<file path="config.mk">
export PLATFORM = sky130hd
export DESIGN_NAME = shared_word_arbiter
export DESIGN_NICKNAME = d
export VERILOG_FILES = /design/src/rtl/swa_pkg.sv /design/src/rtl/swa_port_track.sv /design/src/rtl/swa_grant_fsm.sv /design/src/rtl/swa_port_gate.sv /design/src/rtl/shared_word_arbiter.sv
export SDC_FILE = /design/constraint.sdc
export NUM_CORES = 1
export LEC_CHECK = 0
export ABC_AREA = 1
export BUFFER_PORTS_ARGS = -buffer_cell sky130_fd_sc_hd__buf_2
export CAP_MARGIN = 40
export CORE_MARGIN = 1
export CORE_UTILIZATION = 52
export DETAILED_ROUTE_END_ITERATION = 16
export PLACE_DENSITY = 0.77
export SLEW_MARGIN = 5
export SYNTH_ARGS = -nofsm -noshare
export SYNTH_HDL_FRONTEND = slang
export SYNTH_SLANG_ARGS = --single-unit
</file>
<file path="constraint.sdc">
create_clock -name clk -period 2.4 [get_ports clk]
set_clock_uncertainty 0.1 [all_clocks]
set_input_delay 0.48 -clock clk [delete_from_list [all_inputs] [get_ports clk]]
set_output_delay 0.48 -clock clk [all_outputs]
set_load 0.01 [all_outputs]
</file>
<file path="src/rtl/swa_pkg.sv">
package swa_pkg;
  localparam int unsigned SWA_ADDR_W = 13;
  localparam int unsigned SWA_NPORT  = 2;
  localparam int unsigned SWA_LEFT   = 0;
  localparam int unsigned SWA_RIGHT  = 1;

  typedef enum logic [1:0] {
    GR_NONE  = 2'd0,
    GR_LEFT  = 2'd1,
    GR_RIGHT = 2'd2
  } grant_e;
endpackage

</file>
<file path="src/rtl/swa_port_track.sv">
// Keeps one cycle of history for a port and flags a "fresh" arrival:
// the port is selected now and was either unselected or on another
// address in the previous cycle.
module swa_port_track #(
  parameter int unsigned ADDR_W = 13
) (
  input  logic              clk,
  input  logic              rst_ok_n,
  input  logic              sel,
  input  logic [ADDR_W-1:0] addr,
  output logic              fresh
);
  logic              sel_q, sel_d;
  logic [ADDR_W-1:0] addr_q, addr_d;
  logic              hist_en;

  always_comb begin
    hist_en = 1'b1;
    sel_d   = sel;
    addr_d  = addr;
    fresh   = sel && (!sel_q || (addr != addr_q));
  end

  always_ff @(posedge clk or negedge rst_ok_n) begin
    if (!rst_ok_n) begin
      sel_q  <= 1'b0;
      addr_q <= '0;
    end else if (hist_en) begin
      sel_q  <= sel_d;
      addr_q <= addr_d;
    end
  end

  // a port that was unselected last cycle must be seen as fresh now
  AST_UNSEL_THEN_FRESH: assert property (@(posedge clk) disable iff (!rst_ok_n)
    (!sel ##1 sel) |-> fresh);
endmodule

</file>
<file path="src/rtl/swa_grant_fsm.sv">
// Detects a shared-word match and decides / holds the winner.
module swa_grant_fsm
  import swa_pkg::*;
#(
  parameter int unsigned ADDR_W = 13
) (
  input  logic              clk,
  input  logic              rst_ok_n,
  input  logic [1:0]        sel,
  input  logic [ADDR_W-1:0] addr_l,
  input  logic [ADDR_W-1:0] addr_r,
  input  logic [1:0]        fresh,
  output logic              match,
  output logic [1:0]        lose
);
  grant_e grant_q, grant_d;
  logic   pick_right;
  logic   eff_right;
  logic   grant_en;

  always_comb begin
    match      = sel[SWA_LEFT] && sel[SWA_RIGHT] && (addr_l == addr_r);
    // right wins only when left is the later arrival and right is not
    pick_right = fresh[SWA_LEFT] && !fresh[SWA_RIGHT];
    if (grant_q == GR_NONE) eff_right = pick_right;
    else                    eff_right = (grant_q == GR_RIGHT);
    lose[SWA_LEFT]  = match && eff_right;
    lose[SWA_RIGHT] = match && !eff_right;
  end

  always_comb begin
    grant_d = grant_q;
    if (!match)                 grant_d = GR_NONE;
    else if (grant_q == GR_NONE) grant_d = pick_right ? GR_RIGHT : GR_LEFT;
    grant_en = (grant_d != grant_q);
  end

  always_ff @(posedge clk or negedge rst_ok_n) begin
    if (!rst_ok_n)     grant_q <= GR_NONE;
    else if (grant_en) grant_q <= grant_d;
  end

  AST_HOLD_LEFT: assert property (@(posedge clk) disable iff (!rst_ok_n)
    (grant_q == GR_LEFT && match) |=> (grant_q == GR_LEFT));
  AST_HOLD_RIGHT: assert property (@(posedge clk) disable iff (!rst_ok_n)
    (grant_q == GR_RIGHT && match) |=> (grant_q == GR_RIGHT));
  AST_SINGLE_LOSER: assert property (@(posedge clk) disable iff (!rst_ok_n)
    $countones(lose) <= 1);
endmodule

</file>
<file path="src/rtl/swa_port_gate.sv">
// Per-port busy output and write inhibition.
module swa_port_gate (
  input  logic clk,
  input  logic rst_ok_n,
  input  logic master,
  input  logic sel,
  input  logic wr,
  input  logic lose,
  input  logic busy_in_n,
  output logic busy_n,
  output logic wr_ok
);
  logic blocked;

  always_comb begin
    busy_n  = !(rst_ok_n && master && lose);
    blocked = master ? lose : !busy_in_n;
    wr_ok   = rst_ok_n && sel && wr && !blocked;
  end

  AST_BUSY_BLOCKS_WRITE: assert property (@(posedge clk) disable iff (!rst_ok_n)
    !busy_n |-> !wr_ok);
  AST_SLAVE_INPUT_BLOCKS: assert property (@(posedge clk) disable iff (!rst_ok_n)
    (!master && !busy_in_n) |-> !wr_ok);
  AST_SLAVE_NO_BUSY_OUT: assert property (@(posedge clk) disable iff (!rst_ok_n)
    !master |-> busy_n);
endmodule

</file>
<file path="src/rtl/shared_word_arbiter.sv">
module shared_word_arbiter
  import swa_pkg::*;
#(
  parameter int unsigned ADDR_W = SWA_ADDR_W
) (
  input  logic              clk,
  input  logic              rst_n,
  input  logic              master_mode,
  input  logic              l_cs_n,
  input  logic [ADDR_W-1:0] l_addr,
  input  logic              l_wr,
  input  logic              r_cs_n,
  input  logic [ADDR_W-1:0] r_addr,
  input  logic              r_wr,
  input  logic              l_busy_in_n,
  input  logic              r_busy_in_n,
  output logic              l_busy_n,
  output logic              r_busy_n,
  output logic              l_wr_ok,
  output logic              r_wr_ok
);
  localparam int unsigned NP = SWA_NPORT;

  logic [1:0]             rst_pipe_q;
  logic                   rst_ok_n;
  logic [NP-1:0]          sel, wr, fresh, lose, busy_in_n, busy_n, wr_ok;
  logic [NP-1:0][ADDR_W-1:0] addr;
  logic                   match;

  always_ff @(posedge clk or negedge rst_n) begin
    if (!rst_n) rst_pipe_q <= 2'b00;
    else        rst_pipe_q <= {rst_pipe_q[0], 1'b1};
  end
  assign rst_ok_n = rst_pipe_q[1];

  always_comb begin
    sel[SWA_LEFT]        = !l_cs_n;
    sel[SWA_RIGHT]       = !r_cs_n;
    addr[SWA_LEFT]       = l_addr;
    addr[SWA_RIGHT]      = r_addr;
    wr[SWA_LEFT]         = l_wr;
    wr[SWA_RIGHT]        = r_wr;
    busy_in_n[SWA_LEFT]  = l_busy_in_n;
    busy_in_n[SWA_RIGHT] = r_busy_in_n;
  end

  for (genvar p = 0; p < NP; p++) begin : g_port
    swa_port_track #(.ADDR_W(ADDR_W)) u_track (
      .clk      (clk),
      .rst_ok_n (rst_ok_n),
      .sel      (sel[p]),
      .addr     (addr[p]),
      .fresh    (fresh[p])
    );
    swa_port_gate u_gate (
      .clk       (clk),
      .rst_ok_n  (rst_ok_n),
      .master    (master_mode),
      .sel       (sel[p]),
      .wr        (wr[p]),
      .lose      (lose[p]),
      .busy_in_n (busy_in_n[p]),
      .busy_n    (busy_n[p]),
      .wr_ok     (wr_ok[p])
    );
  end

  swa_grant_fsm #(.ADDR_W(ADDR_W)) u_fsm (
    .clk      (clk),
    .rst_ok_n (rst_ok_n),
    .sel      (sel),
    .addr_l   (addr[SWA_LEFT]),
    .addr_r   (addr[SWA_RIGHT]),
    .fresh    (fresh),
    .match    (match),
    .lose     (lose)
  );

  assign l_busy_n = busy_n[SWA_LEFT];
  assign r_busy_n = busy_n[SWA_RIGHT];
  assign l_wr_ok  = wr_ok[SWA_LEFT];
  assign r_wr_ok  = wr_ok[SWA_RIGHT];

  AST_NO_MATCH_NO_BUSY: assert property (@(posedge clk) disable iff (!rst_ok_n)
    !match |-> (l_busy_n && r_busy_n));
  AST_NEVER_BOTH_BUSY: assert property (@(posedge clk) disable iff (!rst_ok_n)
    (l_busy_n || r_busy_n));
  AST_LEFT_WRITE_HELD: assert property (@(posedge clk) disable iff (!rst_ok_n)
    !l_busy_n |-> !l_wr_ok);
  AST_RIGHT_WRITE_HELD: assert property (@(posedge clk) disable iff (!rst_ok_n)
    !r_busy_n |-> !r_wr_ok);
endmodule

</file>
==> impl_metrics.toml <==
[status]
status = "finished, violations left"
violations = "design-rule violations"

[setup_path]
crit_path_start = "g_port[1].u_track.addr_q[5]"
cp_data_required_time_ps = 1820
end_kind = "output port"
worstPathMaxFanout = 4
r2r_start = "g_port[1].u_track.addr_q[5]"
worst-setup-path-type = "reg2out"
worstPathArrival_ps = 1790
crit_path_start_kind = "flip-flop"
reg2reg_depth = 12

[die]
fp-row-count = 19
die_area_um2 = 3360
io_pins = 39
die_x_um = 58.0
initial_utilization_pct = 57.1
core_um2 = 2850
die_height_um = 58.0

[final_layout]
utilization_pct = 68.8
syn_to_final_growth_pct = 20.4
fill_cells = 264
finalNetCount = 303
antenna_cells = 0
drive_above_1_share_pct = 25.3
stdcell_area_um2 = 1960
final_cells = 300

[yosys]
synth_cell_types = 25
syn-num-nets = 254
netlist_instances = 219
synth_seq_area_share_pct = 49.1
ys_warn_count = 0
synth_area_per_cell_um2 = 7.44
syn_area_um2 = 1630
synth-seq-cells = 32

[sta]
fin_crit_ps = 2370
rsz0062_at_grt = "yes"
slew_violations = 0
hold_violations = 0
fin_hold_ws_ps = 175
fmax_ghz = 0.422
finalWorstSetupSlack_ps = 29.1
setup_violations = 0
period_share_pct = 98.8

[route]
wirelength_um = 3220
drt_iter0_markers = 24
wire_per_inst_um = 10.7
route.vias.total = 1407
vias_per_cell = 4.69
postRouteAntennaNets = 0
first_pass_iters = 10
drc = 1

[placement]
port_buffers = 38
globalplace.congestion = 0.800
dpl_cell_area_um2 = 1870
dp_hpwl_um = 2400
pre_cts_slack_ps = 167
placed_cells = 289

[run]
cap_violations = 0

[global_routing]
antenna_found_initial = 0
grt.overflow.total = 0
grt_max_degree = 31
track_usage_pct = 21.2
grt_pass1_wl_um = 5180
grt_pass1_vias = 1299

[power_and_ir_drop]
power_density_nw_per_um2 = 539
peakVddDrop_v = 0.000457
p_leak_nw = 1.13

[clock_network]
clockBufferDepth = 2
cts_buffers = 5
cts_sinks = 32
cts-htree-levels = 2
clkLatencyLatePin_ps = 330
path_clk_slew_ps = 100
cts_tree = "yes"
root_buffer = "clkbuf_4"

[min_path]
hold_depth = 1
hold_path_class = "in2reg"
worstHoldStart = "l_addr[5]"
per-layer routing:
metal,share of wire (%),GRT usage (%),vias to the layer above
met1,46,25.9,616
met3,4.0,4.69,10
met2,47,33.7,33
li1,-,-,748
met4,3.2,14.3,0
met5,0,0,-
cell type report:
cell class / count / area [µm²] / share of cell area, %
repair buffers: 42 / 223 / 11.3
inverters: 51 / 191 / 9.75
multi-input cells: 136 / 648 / 33.0
flip-flops and latches: 32 / 801 / 40.8
well taps: 31 / 38.8 / 1.98
clock buffers: 6 / 51.3 / 2.61
clock inverters: 2 / 10.0 / 0.510
cells in the final DEF, fill, tap and decap left out:
cell,instances
o21ai_0,4
a21oi_1,1
nand2_2,3
nand2_4,2
nor3_2,1
o2111ai_1,1
conb_1,1
buf_2,38
dfrtp_1,32
or2_0,1
dlygate4sd3_1,1
clkbuf_4,5
buf_4,3
nor2_1,26
a21boi_0,1
inv_2,7
inv_1,41
xnor2_1,3
nor2_4,1
xor2_1,3
a21oi_2,2
nand3_1,6
nor2_2,2
o22ai_1,5
clkinv_2,2
clkinv_1,3
nand2_1,68
o2111a_1,1
nand4_1,1
o21ai_1,2
clkbuf_8,1
nand3_2,1
cells in the mapped netlist:
cell type  number  area [µm²]
nand2_1        69         259
inv_1          41         154
dfrtp_1        32         801
nor2_1         27         101
inv_2           7        26.3
nand3_1         7        35.0
o22ai_1         5        31.3
o21ai_0         4        20.0
clkinv_1        3        11.3
xnor2_1         3        26.3
xor2_1          3        26.3
a21oi_2         2        17.5
nand2_2         2        12.5
nand2_4         2        22.5
o21ai_1         2        10.0
a21boi_0        1        7.51
a21oi_1         1        5.00
conb_1          1        3.75
nand4_1         1        6.26
nor2_2          1        6.26
nor2_4          1        11.3
nor3_2          1        10.0
o2111a_1        1        11.3
o2111ai_1       1        8.76
or2_0           1        6.26
metrics by stage:
step           setup TNS (ps)  total power [W]
5_1_grt                  -538          0.00112
3_5_place_dp                0         0.000745
6_report                    0          0.00106
2_1_floorplan               0         0.000677
4_1_cts                     0          0.00106
3_3_place_gp                0         0.000742
sequential cells by signal, indices dropped and copies added (netlist names):
signal                 cells
g_port.u_track.addr_q     26
g_port.u_track.sel_q       2
rst_pipe_q                 2
u_fsm.grant_q              2
where the power goes:
part / leakage (nW) / switching, W / internal, W
clock network: 0.0380 / 0.000180 / 0.000139
logic: 0.711 / 0.0000968 / 0.0000663
registers: 0.378 / 0.0000123 / 0.000564
total: 1.13 / 0.000289 / 0.000770
path summary, 6_finish.rpt:
kind                       slack, ps                            to
min reg2reg                      260                 rst_pipe_q[1]
min                              170   g_port[0].u_track.addr_q[5]
min in group asynchronous        330   g_port[1].u_track.addr_q[6]
max                               30                       r_wr_ok
max reg2reg                      780              u_fsm.grant_q[1]
max in group asynchronous       1590  g_port[0].u_track.addr_q[11]
kinds of logic after synthesis:
group,share of synthesized area (%)
xor+xnor,3.22
other cells,0.230
flops,49.1
compound gates,6.83
buf+inv,11.7
simple gates,28.9
worst max-delay path: stages (launching register included):
cell and delay (ps):
dfrtp_1 390, nor2_1 90, nor2_1 60, nor2_1 140, nand2_1 90, nor2_2 100
nand2_1 60, nand2_2 70, nand2_2 60, nand2_4 70, nand2_4 60, a21oi_2 120
buf_2 150
timing repair:
| action | in CTS | in global routing |
|---|---|---|
| hold buffers | 1 | 0 |
| setup endpoints to repair | 0 | 4 |
| setup buffers | 0 | 2 |
| gates resized for setup | 0 | 3 |
| endpoints found under the hold margin | 2 | 0 |
Power figures use the tool's default switching activity.
